[src/rtl/expo_pkg.sv]
// Shared types for the exposure controller.
package expo_pkg;
    typedef enum logic {LM_GOOD = 1'b0, LM_LOW = 1'b1} light_mode_t;
endpackage

[src/rtl/frame_mean.sv]
// frame_mean: sums the pixels of every second frame and divides the sum by
// the pixel count with a serial restoring divider, which delivers one
// quotient bit per cycle. The sum is the first moment of the frame's
// intensity histogram, so no bin storage is needed.
// Assumes: a frame holds fewer than 2**CNT_W pixels, and a measured frame
// never ends while the divider is still busy. The skipped frame between two
// measured frames guarantees this.
module frame_mean #(
    parameter int PIX_W = 8,
    parameter int CNT_W = 16
) (
    input  logic             clk,
    input  logic             rst_n,
    input  logic             pix_valid,
    input  logic [PIX_W-1:0] pix_data,
    input  logic             frame_start,
    input  logic             frame_end,
    output logic             mean_valid,
    output logic [PIX_W-1:0] mean
);
    localparam int SUM_W = CNT_W + PIX_W;
    localparam int IT_W  = $clog2(SUM_W + 1);

    logic             take, active, busy;
    logic [SUM_W-1:0] sum, dvd;
    logic [CNT_W-1:0] cnt, dvs;
    logic [CNT_W:0]   rem;
    logic [CNT_W+1:0] rem_sh;
    logic             fits;
    logic [IT_W-1:0]  iter;

    // Next partial remainder and quotient bit of the divider.
    always_comb begin
        rem_sh = {rem, dvd[SUM_W-1]};
        fits   = rem_sh >= {2'b00, dvs};
    end

    // Frame parity, and the sum and count of the frame being measured.
    always_ff @(posedge clk) begin
        if (!rst_n) begin
            take   <= 1'b1;
            active <= 1'b0;
            sum    <= '0;
            cnt    <= '0;
        end else if (frame_start) begin
            active <= take;
            take   <= ~take;
            sum    <= '0;
            cnt    <= '0;
        end else if (frame_end) begin
            active <= 1'b0;
        end else if (active && pix_valid) begin
            sum <= sum + SUM_W'(pix_data);
            cnt <= cnt + 1'b1;
        end
    end

    // Serial divider, started at the end of a non-empty measured frame.
    always_ff @(posedge clk) begin
        if (!rst_n) begin
            busy       <= 1'b0;
            iter       <= '0;
            dvd        <= '0;
            dvs        <= '0;
            rem        <= '0;
            mean       <= '0;
            mean_valid <= 1'b0;
        end else begin
            mean_valid <= 1'b0;
            if (frame_end && active && cnt != '0) begin
                busy <= 1'b1;
                iter <= IT_W'(SUM_W);
                dvd  <= sum;
                dvs  <= cnt;
                rem  <= '0;
            end else if (busy) begin
                rem  <= fits ? (CNT_W+1)'(rem_sh - {2'b00, dvs}) : rem_sh[CNT_W:0];
                dvd  <= dvd << 1;
                mean <= {mean[PIX_W-2:0], fits};
                iter <= iter - 1'b1;
                if (iter == IT_W'(1)) begin
                    busy       <= 1'b0;
                    mean_valid <= 1'b1;
                end
            end
        end
    end
endmodule

[src/rtl/pid_step.sv]
// pid_step: combinational control law. From the current mean and the loop
// state it forms the next delay, gain, mode, integral and error.
// Assumes: the window limits fit in DLY_W bits and CW covers every term.
module pid_step
    import expo_pkg::*;
#(
    parameter int PIX_W    = 8,
    parameter int DLY_W    = 10,
    parameter int GAIN_W   = 4,
    parameter int CW       = 18,
    parameter int GOOD_MIN = 16,
    parameter int GOOD_MAX = 200,
    parameter int LOW_MIN  = 64,
    parameter int LOW_MAX  = 800,
    parameter int HYST     = 100,
    parameter int KP       = 4,
    parameter int KI       = 1,
    parameter int KD       = 2,
    parameter int SHIFT    = 2,
    parameter int I_LIM    = 64
) (
    input  logic [PIX_W-1:0]     target,
    input  logic [PIX_W-1:0]     mean,
    input  logic [DLY_W-1:0]     dly,
    input  logic [GAIN_W-1:0]    gain,
    input  logic [GAIN_W-1:0]    gain_min,
    input  logic [GAIN_W-1:0]    gain_max,
    input  light_mode_t          mode,
    input  logic signed [CW-1:0] integ,
    input  logic signed [CW-1:0] prev_err,
    output logic [DLY_W-1:0]     dly_n,
    output logic [GAIN_W-1:0]    gain_n,
    output light_mode_t          mode_n,
    output logic signed [CW-1:0] integ_n,
    output logic signed [CW-1:0] err
);
    localparam int GS = GAIN_W + 2;
    localparam logic signed [CW-1:0] ILIM_S = CW'(I_LIM);

    logic signed [CW-1:0] i_sum, acc, u, s, lo, hi;
    logic                 over, under;
    logic signed [GS-1:0] g_s, g_step, gmin_s, gmax_s, g_cl;

    // Error, anti-windup integral, control output and requested delay.
    always_comb begin
        err     = signed'(CW'(target)) - signed'(CW'(mean));
        i_sum   = integ + err;
        integ_n = (i_sum > ILIM_S) ? ILIM_S : ((i_sum < -ILIM_S) ? -ILIM_S : i_sum);
        acc     = CW'(err * KP + integ_n * KI + (err - prev_err) * KD);
        u       = acc >>> SHIFT;
        s       = signed'(CW'(dly)) + u;
    end

    // Window of the current mode, delay clamp and saturation flags.
    always_comb begin
        lo    = (mode == LM_LOW) ? CW'(LOW_MIN) : CW'(GOOD_MIN);
        hi    = (mode == LM_LOW) ? CW'(LOW_MAX) : CW'(GOOD_MAX);
        over  = s > hi;
        under = s < lo;
        dly_n = over ? DLY_W'(hi) : (under ? DLY_W'(lo) : DLY_W'(s));
    end

    // One gain step when the delay saturates, bounded by the configuration.
    always_comb begin
        g_s    = signed'(GS'(gain));
        gmin_s = signed'(GS'(gain_min));
        gmax_s = signed'(GS'(gain_max));
        g_step = over ? (g_s + GS'(1)) : (under ? (g_s - GS'(1)) : g_s);
        g_cl   = (g_step > gmax_s) ? gmax_s : ((g_step < gmin_s) ? gmin_s : g_step);
        gain_n = GAIN_W'(g_cl);
    end

    // Light mode change with hysteresis.
    always_comb begin
        mode_n = mode;
        if (mode == LM_GOOD && dly_n == DLY_W'(GOOD_MAX))
            mode_n = LM_LOW;
        else if (mode == LM_LOW && dly_n < DLY_W'(HYST))
            mode_n = LM_GOOD;
    end
endmodule

[src/rtl/expo_ctrl.sv]
// expo_ctrl: exposure controller top. It measures the mean of alternate
// frames, runs one control step per measurement, and holds the staged delay
// and gain, presenting them with a one-cycle commit strobe.
// Assumes: the frame markers are single-cycle pulses and the pixels lie
// between them.
module expo_ctrl
    import expo_pkg::*;
#(
    parameter int PIX_W    = 8,
    parameter int CNT_W    = 16,
    parameter int DLY_W    = 10,
    parameter int GAIN_W   = 4,
    parameter int DLY_INIT = 100,
    parameter int GOOD_MIN = 16,
    parameter int GOOD_MAX = 200,
    parameter int LOW_MIN  = 64,
    parameter int LOW_MAX  = 800,
    parameter int HYST     = 100,
    parameter int KP       = 4,
    parameter int KI       = 1,
    parameter int KD       = 2,
    parameter int SHIFT    = 2,
    parameter int I_LIM    = 64
) (
    input  logic              clk,
    input  logic              rst_n,
    input  logic              pix_valid,
    input  logic [PIX_W-1:0]  pix_data,
    input  logic              frame_start,
    input  logic              frame_end,
    input  logic [PIX_W-1:0]  target_mean,
    input  logic [GAIN_W-1:0] gain_min,
    input  logic [GAIN_W-1:0] gain_max,
    output logic [DLY_W-1:0]  frame_delay,
    output logic [GAIN_W-1:0] gain,
    output logic              update,
    output logic              low_light
);
    localparam int CW = DLY_W + PIX_W;

    logic                 mean_valid;
    logic [PIX_W-1:0]     mean;
    light_mode_t          mode, mode_n;
    logic signed [CW-1:0] integ, prev_err, integ_n, err;
    logic [DLY_W-1:0]     dly_n;
    logic [GAIN_W-1:0]    gain_n;

    frame_mean #(.PIX_W(PIX_W), .CNT_W(CNT_W)) u_mean (
        .clk        (clk),
        .rst_n      (rst_n),
        .pix_valid  (pix_valid),
        .pix_data   (pix_data),
        .frame_start(frame_start),
        .frame_end  (frame_end),
        .mean_valid (mean_valid),
        .mean       (mean)
    );

    pid_step #(
        .PIX_W(PIX_W), .DLY_W(DLY_W), .GAIN_W(GAIN_W), .CW(CW),
        .GOOD_MIN(GOOD_MIN), .GOOD_MAX(GOOD_MAX), .LOW_MIN(LOW_MIN),
        .LOW_MAX(LOW_MAX), .HYST(HYST), .KP(KP), .KI(KI), .KD(KD),
        .SHIFT(SHIFT), .I_LIM(I_LIM)
    ) u_pid (
        .target  (target_mean),
        .mean    (mean),
        .dly     (frame_delay),
        .gain    (gain),
        .gain_min(gain_min),
        .gain_max(gain_max),
        .mode    (mode),
        .integ   (integ),
        .prev_err(prev_err),
        .dly_n   (dly_n),
        .gain_n  (gain_n),
        .mode_n  (mode_n),
        .integ_n (integ_n),
        .err     (err)
    );

    // Staging registers and loop state, loaded once per measurement.
    always_ff @(posedge clk) begin
        if (!rst_n) begin
            frame_delay <= DLY_W'(DLY_INIT);
            gain        <= '0;
            mode        <= LM_GOOD;
            integ       <= '0;
            prev_err    <= '0;
            update      <= 1'b0;
        end else begin
            update <= mean_valid;
            if (mean_valid) begin
                frame_delay <= dly_n;
                gain        <= gain_n;
                mode        <= mode_n;
                integ       <= integ_n;
                prev_err    <= err;
            end
        end
    end

    // Mode flag at the port.
    always_comb low_light = (mode == LM_LOW);
endmodule

[config.mk]
export PLATFORM = sky130hd
export DESIGN_NAME = expo_ctrl
export DESIGN_NICKNAME = d
export VERILOG_FILES = /design/src/rtl/expo_pkg.sv /design/src/rtl/frame_mean.sv /design/src/rtl/pid_step.sv /design/src/rtl/expo_ctrl.sv
export SDC_FILE = /design/constraint.sdc
export NUM_CORES = 1
export LEC_CHECK = 0
export BUFFER_PORTS_ARGS = -buffer_cell sky130_fd_sc_hd__clkbuf_2
export CORE_ASPECT_RATIO = 0.75
export CORE_MARGIN = 2
export CORE_UTILIZATION = 43
export DETAILED_ROUTE_END_ITERATION = 12
export PLACE_DENSITY_LB_ADDON = 0.05
export SLEW_MARGIN = 20
export SYNTH_ARGS = -nofsm -noshare
export SYNTH_HDL_FRONTEND = slang
export SYNTH_SLANG_ARGS = --single-unit
[constraint.sdc]
create_clock -name clk -period 25.5 [get_ports clk]
set_clock_uncertainty 0.05 [all_clocks]
set_input_delay 3.825 -clock clk [delete_from_list [all_inputs] [get_ports clk]]
set_output_delay 3.825 -clock clk [all_outputs]
set_load 0.05 [all_outputs]
==> results.tsv, run 1 <==
metric	value	unit
area_delta_synth_final	9.34	%
drt-total-wl	27.9	mm
finalHoldViolCount	0	
ir_drop	0.0837	mV
cts_inserted_buffers	17	
critPathMaxFanout	13	
core-area	26900	um^2
synth_top_area_frac	0.269	
fmax	0.0612	GHz
drc_errors	0	
grt.total_usage	0.204	
ant_nets	0	
grt_overflow	0	
cts_setup_buffers	0	
crit_arrival	16680	ps
final_nets	1624	
setup_violations	0	
grt_pass1_wl	47.4	mm
antenna_cells	0	
synth_most_common_cell	nand2_1	
critical_path.max_stage_delay	630	ps
grt_max_degree	67	
wl_per_cell	15.3	um
ctsHtreeMaxLevel	4	
gp_congestion	0.926	
relSlewSlack	0.315	
io_pins	45	
cts_tree	built	
synth_area	11700	um^2
dp_cells	1800	
yosysTopAreaCell	dfxtp_1	
ctsResizeCount	0	
synth_cell_types	75	
yosysSeqAreaShare	0.269	
maxCapViolCount	0	
crit_slowest_cell	a2111oi_0	
synthesis.nets	1603	
synth_edf_count	0	
cts_sinks	157	
synth_flop_cell	dfxtp_1	
ctsHoldBuffers	0	
stdcell_count	1830	
grt_pass1_vias	8999	
worst_slew_pin_slew	1030	ps
die_area	28500	um^2
crit_path_start_kind	input port	
setup_tns	0	ps
synthTopCellsByCount	nand2_1, dfxtp_1, inv_1	
period_share	0.641	
status	complete, no violations	
period_minus_slack	16340	ps
hold_path_class	reg2reg	
core.rowCount	52	
vias	9831	
clk_pin_slew_worst_paths	70	ps
clockBufferDepth	2	
firstDrtPassIters	7	
synth_cells	1447	
finalMaxSlewViolations	0	
avgSynthCellArea	8.08	um^2
drtIter0Drc	560	
start_util	0.435	
clk_latency	440	ps
end_kind	register	
viasPerCell	5.37	
synthArstFlopShare	0	
io_buffers	44	
die_h	147	um
rsz0062_at_grt	false	
die_x	194	um
drive_gt1_frac	0.0696	
crit_required	25840	ps
dpl.hpwl	21.0	mm
power_leakage	0.00563	uW
cellPowerDensity	80.2	nW/um^2
cpMostUsedCell	ha_1	
synthTopCellsByArea	dfxtp_1, ha_1, nand2_1	
ys_ff_latch	157	
path_class	in2reg	
synth_warnings	0	
clock-root-buffer	clkbuf_16	
holdWs	414	ps
antenna_found_initial	0	
flip-flops by register name, summed over array words and instances (netlist names), 4 cells and up:
signal / count
prev_err: 9
u_mean.dvd: 24
u_mean.iter: 5
u_mean.sum: 24
u_mean.mean: 8
u_mean.dvs: 16
u_mean.rem: 17
gain: 4
u_mean.cnt: 16
integ: 18
frame_delay: 10
kinds of logic (layout without fill, tap and decap cells):
group / after synthesis / count (layout) / synth area share
flops: 157 / 157 / 0.269
xor+xnor: 101 / 101 / 0.0757
fa+ha+maj: 127 / 127 / 0.150
simple gates: 480 / 480 / 0.194
buf+inv: 175 / 207 / 0.0562
mux: 41 / 41 / 0.0351
compound gates: 366 / 366 / 0.220
metrics by stage:
stage,power (uW),setup slack [ps],util,cell area [um^2]
floorplan,662,9290,-,11700
global placement,778,9050,0.456,12200
detailed placement,774,8770,0.456,12200
CTS,1020,9230,0.476,12800
global route,1110,8080,0.476,12800
finish,1030,9160,0.476,12800
placed cells by master, fill, tap and decap left out, types with 40 or more instances in the layout:
cell type	netlist	routed
inv_1	123	123
ha_1	105	105
o21ai_0	68	68
clkbuf_2	0	44
nor2_1	119	119
dfxtp_1	157	156
nand3_1	41	40
mux2i_1	41	41
xnor2_1	51	51
nand2_1	175	175
xor2_1	50	50
a21oi_1	78	78
layer usage:
metal	wire length [um]	track usage	vias to the layer above
met1	16300	0.333	4493
met5	0	0	-
li1	-	-	5142
met2	10300	0.270	177
met3	1020	0.0294	19
met4	327	0.0538	0
cell type report:
cell class	instances	area [um^2]
Multi-Input combinational cell	1115	7900
Fill cell	2662	14100
Tap cell	351	439
Clock buffer	20	447
Sequential cell	157	3140
Clock inverter	10	92.6
Inverter	123	462
Timing Repair Buffer	54	295
power by group:
part / switching, uW / internal [uW]
Sequential: 0.535 / 246
Combinational: 331 / 208
Clock: 105 / 136
worst max-delay path: cells and delay by family:
family / cells / cell delay, ps
adder cells (fa/ha/maj): 8 / 3020
buffers and inverters: 2 / 160
XOR/XNOR: 2 / 360
AND/OR/NAND/NOR: 18 / 3390
AO/OA/AOI/OAI: 25 / 5910
final timing paths:
kind | slack, ps | to | cells past startpoint | from
min | 410 | u_mean.dvs[2] | 2 | u_mean.dvs[2]
max | 9160 | gain[2] | 55 | target_mean[1]
max reg2reg | 12250 | gain[2] | 55 | u_mean.mean[1]
min reg2reg | 410 | u_mean.dvs[2] | 2 | u_mean.dvs[2]
Note: power is estimated with default switching activity, not from simulation.
==> run 2, diff against run 1 <==
Settings changed: ABC_AREA set to 1.
Clock period 25.5 ns to 17 ns, I/O delays scaled along.
==> run 2 against run 1 <==
Via count grew 7.6%. First-iteration DRC count rose by 7.5%. Count of clock-buffer cells in the layout is the same. Sequential share of layout area about the same. Core utilization is 0.19 points higher. Global-route usage up 0.40 points. Design area rose by 0.15%. Worst hold slack got worse by 3.5 ps. Final cell count up 15%. Routed wire length rose by 4.4%. Critical path type unchanged.
==> results.tsv, run 2 <==
metric	value	unit	change
final_nets	1895		+17%
final_common_cell	nand2_1		
yosysTopAreaCell	dfxtp_1		
rsz0062_at_grt	false		
synth_warnings	0		unchanged
cts_inserted_buffers	17		unchanged
drive_gt1_frac	0.0743		+0.00464
vias	10581		+7.6%
drc_errors	0		unchanged
core.rowCount	52		unchanged
io_buffers	44		unchanged
grt.total_usage	0.208		+0.00396
ant_nets	0		unchanged
ctsHtreeMaxLevel	4		unchanged
drt-total-wl	29.2	mm	+4.4%
clk_pin_slew_worst_paths	60	ps	about the same
ctsHoldBuffers	0		unchanged
synth_cell_types	53		-29%
wl_per_cell	13.9	um	-9.1%
dp_cells	2071		+15%
period_share	0.710		
finalHoldViolCount	0		unchanged
period_minus_slack	12080	ps	
dpl.hpwl	22.4	mm	+6.6%
start_util	0.434		-0.00104
layout.area.seq	3140	um^2	about the same
gp_congestion	0.899		-3.0%
switchingPower	589	uW	+35%
clock-root-buffer	clkbuf_16		
layout_common_cells	nand2_1, inv_1, a21oi_1		
synthTopCellsByCount	nand2_1, inv_1, a21oi_1		
clkPwrFrac	0.279		+0.044
crit_slowest_cell	fa_1		
die_x	194	um	-0.24%
synth_top_area_frac	0.270		+0.00130
power_leakage	0.00617	uW	+9.7%
grt_max_degree	53		-21%
pwr-share-seq	0.255		+0.015
finalMaxSlewViolations	0		unchanged
synth_edf_count	0		unchanged
cpMostUsedCell	nand2_1		
reg_top3	u_mean.dvd x24, u_mean.sum x24, integ x18		
area_delta_synth_final	10.0	%	
nFillCells	2772		+4.1%
hold_path_class	reg2reg		
synthesis.nets	1865		+16%
relSlewSlack	0.324		+0.00901
ctsResizeCount	0		unchanged
synthArstFlopShare	0		unchanged
avgSynthCellArea	6.81	um^2	-16%
cts_sinks	157		unchanged
synthTopCellsByArea	dfxtp_1, nand2_1, ha_1		
swShare	0.406		-0.0197
antenna_found_initial	0		unchanged
setup_violations	0		unchanged
setup_tns	0	ps	unchanged
grt_pass1_vias	9743		+8.3%
crit_arrival	12400	ps	-4280 ps
p_int	863	uW	+47%
fmax	0.0828	GHz	
ir_drop	0.0836	mV	-0.11%
grt_pass1_wl	48.5	mm	+2.4%
crit_required	17320	ps	-8520 ps
antenna_cells	0		unchanged
stdcell_count	2101		+15%
worst_slew_pin_slew	1010	ps	-16.0 ps
drtIter0Drc	602		+7.5%
firstDrtPassIters	5		-2
end_kind	register		
synth_cells	1709		+18%
io_pins	45		unchanged
synth_most_common_cell	nand2_1		
maxCapViolCount	0		unchanged
die_area	28400	um^2	-0.47%
clockBufferDepth	2		unchanged
synth_area	11600	um^2	-0.48%
multi_input_area	7100	um^2	-10%
core-area	26800	um^2	-0.24%
die_h	146	um	-0.24%
grt_overflow	0		unchanged
critPathMaxFanout	11		-2
cellPowerDensity	113	nW/um^2	+41%
clk_latency	430	ps	about the same
path_class	in2reg		
combPwrFrac	0.466		-0.059
synth_flop_cell	dfxtp_1		
critical_path.max_stage_delay	560	ps	-70 ps
cts_tree	built		
yosysSeqAreaShare	0.270		+0.00130
status	complete, no violations		
viasPerCell	5.04		-6.3%
cts_setup_buffers	0		unchanged
ys_ff_latch	157		unchanged
crit_path_start_kind	input port		
## run 2: changes by cell type in the layout (fill, tap and decap cells not counted), moves of 20 or more
cell	delta
a21boi_0	-37
a21o_1	-22
a21oi_1	+83
and3_1	-20
inv_1	+189
mux2i_1	-41
nand2_1	+195
nand3_1	+38
nor2_1	-40
nor2b_1	-20
o211a_1	-29
o21ai_0	+52
xnor2_1	-35
## run 2: per-stage QoR
stage / power (uW) / cell area (um^2) / hold WS (ps) / util / setup WS [ps]
final: 1450 / 12800 / 410 / 0.478 / 4920
after global routing: 1580 / 12800 / 439 / 0.478 / 3650
after CTS: 1460 / 12800 / 417 / 0.478 / 4900
after detailed placement: 1050 / 12200 / 408 / 0.455 / 4490
after global placement: 1050 / 12200 / 399 / 0.455 / 4730
after floorplan: 918 / 11600 / 383 / - / 5880
## run 2: path summary, 6_finish.rpt
kind | endpoint | start | cells after the start | slack, ps
worst max-delay path | gain[2] | target_mean[0] | 67 | 4920
worst min-delay path | u_mean.dvs[4] | u_mean.dvs[4] | 2 | 410
worst max register to register | gain[2] | u_mean.mean[2] | 65 | 6770
worst min register to register | u_mean.dvs[4] | u_mean.dvs[4] | 2 | 410
## run 2: layout make-up
class / instances / share of cell area
clock buffers: 20 / 0.0341
clock inverters: 10 / 0.0128
inverters: 332 / 0.0973
multi-input cells: 1180 / 0.555
flip-flops and latches: 157 / 0.246
well taps: 351 / 0.0343
repair buffers: 51 / 0.0213
## run 2: power by group through the flow
stage	combinational [uW]	sequential, uW	clock [uW]
global route	782	370	428
global placement	671	378	0
detailed placement	671	378	0
floorplan	540	378	0
CTS	675	370	414
finish	677	370	406
## run 2: cells by family (layout without fill, tap and decap cells)
group           count (synthesis)  count (layout)  share of synthesized area
compound gates                375             375                      0.181
fa+ha+maj                     127             127                      0.151
simple gates                  617             617                      0.231
flops                         157             157                      0.270
xor+xnor                       61              61                     0.0466
buf+inv                       372             413                      0.121
## run 2: metal layers
layer	global-route usage	wire (um)	share of wire	vias to the layer above
met5	0	0	0	-
met3	0.0337	1470	0.050	11
met4	0.0383	189	0.0065	0
met1	0.327	16300	0.56	4753
met2	0.294	11200	0.39	200
li1	-	-	-	5617
## run 2: critical path, delay by kind of cell
family	cells	cell delay [ps]
and+or+nand+nor	28	3060
AOI/OAI and AO/OA	15	1850
xor gates and xnor gates	4	940
adders and majority gates	9	3050
buffers and inverters	11	920
==> run 3, diff against run 2 <==
Settings changed: ABC_AREA 1 to 0.
Clock period 17 ns to 11.3 ns, I/O delays scaled along.
==> run 3 against run 2 <==
The flow now finishes with violations (DRC, setup timing). Power is 130% higher. Core utilization is 8.0 points higher. Non-clock buffer count is 214 higher. Register-to-register slack worse by 6400 ps. Sequential share of layout area is 3.6 points lower. Combinational power grew to 3.1 times the previous value. First-iteration DRC count is 3.0% higher. Clock power is 50% higher. Count of clock-buffer cells in the layout is 1 lower. Sequential power is 50% higher. Via count is 0.11% higher. Design area is 17% higher. Critical path type unchanged. Largest cell class unchanged. Highest routed layer unchanged.
==> results.tsv, run 3 (synthesis results as in run 1) <==
metric	value	unit	change
regToRegStartpoint	u_mean.mean[1]		
dp_slack	-1440	ps	-5940 ps
period_share	1.05		
cts_sinks	157		unchanged
die_area	28500	um^2	+0.47%
drtIter0Drc	620		+3.0%
cts_inserted_buffers	17		unchanged
start_util	0.435		+0.00104
crit_required	11580	ps	-5740 ps
die_x	194	um	+0.24%
ir_drop	0.194	mV	+130%
setup_violations	4		+4
io_pins	45		unchanged
grt.total_usage	0.219		+0.0116
setup_slack	-518	ps	-5440 ps
r2r-end	gain[3]		
finalMaxSlewViolations	0		unchanged
end_kind	register		
grt_pass1_vias	10145		+4.1%
period_minus_slack	11820	ps	
dpl.hpwl	22.5	mm	+0.37%
die_h	147	um	+0.24%
rsz0062_at_grt	true		
clock-root-buffer	clkbuf_16		
core-area	26900	um^2	+0.24%
hold_path_class	reg2reg		
fmax	0.0846	GHz	
area_delta_synth_final	28.1	%	
io_buffers	44		unchanged
crit_path_start	target_mean[0]		
nFillCells	2492		-10%
antenna_found_initial	0		unchanged
layout_common_cells	buf_4, nand2_1, dfxtp_1		
status	finished with violations		
ctsHoldBuffers	0		unchanged
ctsHtreeMaxLevel	4		unchanged
path_class	in2reg		
vias	10593		+0.11%
clk_pin_slew_worst_paths	70	ps	about the same
finalHoldViolCount	0		unchanged
grt_max_degree	67		+26%
cts_tree	built		
crit_end	gain[3]		
crit_slowest_cell	or4_4		
hold_depth	2		unchanged
grt_overflow	0		unchanged
viasPerCell	5.19		+3.0%
power_leakage	0.00676	uW	+9.6%
clockBufferDepth	2		unchanged
critPathMaxFanout	4		-7
gp_congestion	0.865		-3.7%
reg2reg_depth	53		-18%
violations	DRC, setup timing		
worst_slew_pin_slew	959	ps	-52.0 ps
power	3290	uW	+130%
ant_nets	0		unchanged
relSlewSlack	0.359		+0.0347
crit_arrival	12100	ps	-300 ps
clk_latency	450	ps	+20 ps
drive_gt1_frac	0.231		+0.157
maxCapViolCount	0		unchanged
wl_per_cell	14.8	um	+6.7%
antenna_cells	0		unchanged
core.rowCount	52		unchanged
drc_errors	1		+1
reg_top3	u_mean.dvd x24, u_mean.sum x24, integ x18		
place_area	13900	um^2	+14%
cellPowerDensity	219	nW/um^2	+93%
finish.utilization	0.558		+0.0800
crit_path_start_kind	input port		
drt-total-wl	30.3	mm	+3.7%
setup.reg_to_reg.worst_slack	400	ps	-6370 ps
postLayoutCellArea	15000	um^2	+17%
final_common_cell	buf_4		
holdWs	413	ps	+3.09 ps
final_nets	1835		-3.2%
grt_pass1_wl	51.2	mm	+5.6%
critical_path.max_stage_delay	540	ps	-20 ps
firstDrtPassIters	9		+4
cpMostUsedCell	a21oi_2		
-- run 3: cell type report --
class / count / area [um^2] / share of cell area
clock buffers: 19 / 433 / 0.0289
clock inverters: 13 / 178 / 0.0119
inverters: 123 / 477 / 0.0318
multi-input cells: 1115 / 8400 / 0.561
flip-flops and latches: 157 / 3140 / 0.210
well taps: 351 / 439 / 0.0293
repair buffers: 265 / 1910 / 0.127
-- run 3: critical path, delay by kind of cell --
kind | cells | cell delay (ps)
buffers and inverters | 7 | 680
AO/OA/AOI/OAI | 21 | 4080
adder cells (fa/ha/maj) | 9 | 2620
AND/OR/NAND/NOR | 13 | 2560
XOR/XNOR | 3 | 460
-- run 3: where the power goes --
part | switching (uW) | internal [uW] | leakage [uW]
combinational | 1010 | 1110 | 0.00521
sequential | 1.27 | 555 | 0.00127
clock | 256 | 353 | 0.000291
total | 1260 | 2020 | 0.00676
-- run 3: worst min path at each step --
stage                    from  slack (ps)             end
2_1_floorplan        integ[9]         380        integ[9]
3_3_place_gp    u_mean.dvs[9]         400   u_mean.dvs[9]
3_5_place_dp   u_mean.dvs[13]         410  u_mean.dvs[13]
4_1_cts        u_mean.dvs[13]         420  u_mean.dvs[13]
5_1_grt        u_mean.dvs[14]         430  u_mean.dvs[14]
6_report       u_mean.dvs[11]         410  u_mean.dvs[11]
-- run 3: what timing repair did --
action,in CTS,in global routing
resized for setup,35,32
endpoints found under the setup margin,4,4
pin swaps,25,27
buffers inserted,9,13
hold endpoints to repair,0,0
-- run 3: layer usage --
metal  track usage  share of wire
met3        0.0351          0.034
met1         0.346           0.56
met4        0.0446         0.0076
met5             0              0
met2         0.310           0.39
-- run 3: metrics by stage --
stage | TNS [ps] | std cells
after global placement | -4740 | 1989
final | -2000 | 2043
after detailed placement | -5640 | 1989
after CTS | -2140 | 2030
after floorplan | -4230 | 1447
after global routing | -4310 | 2043
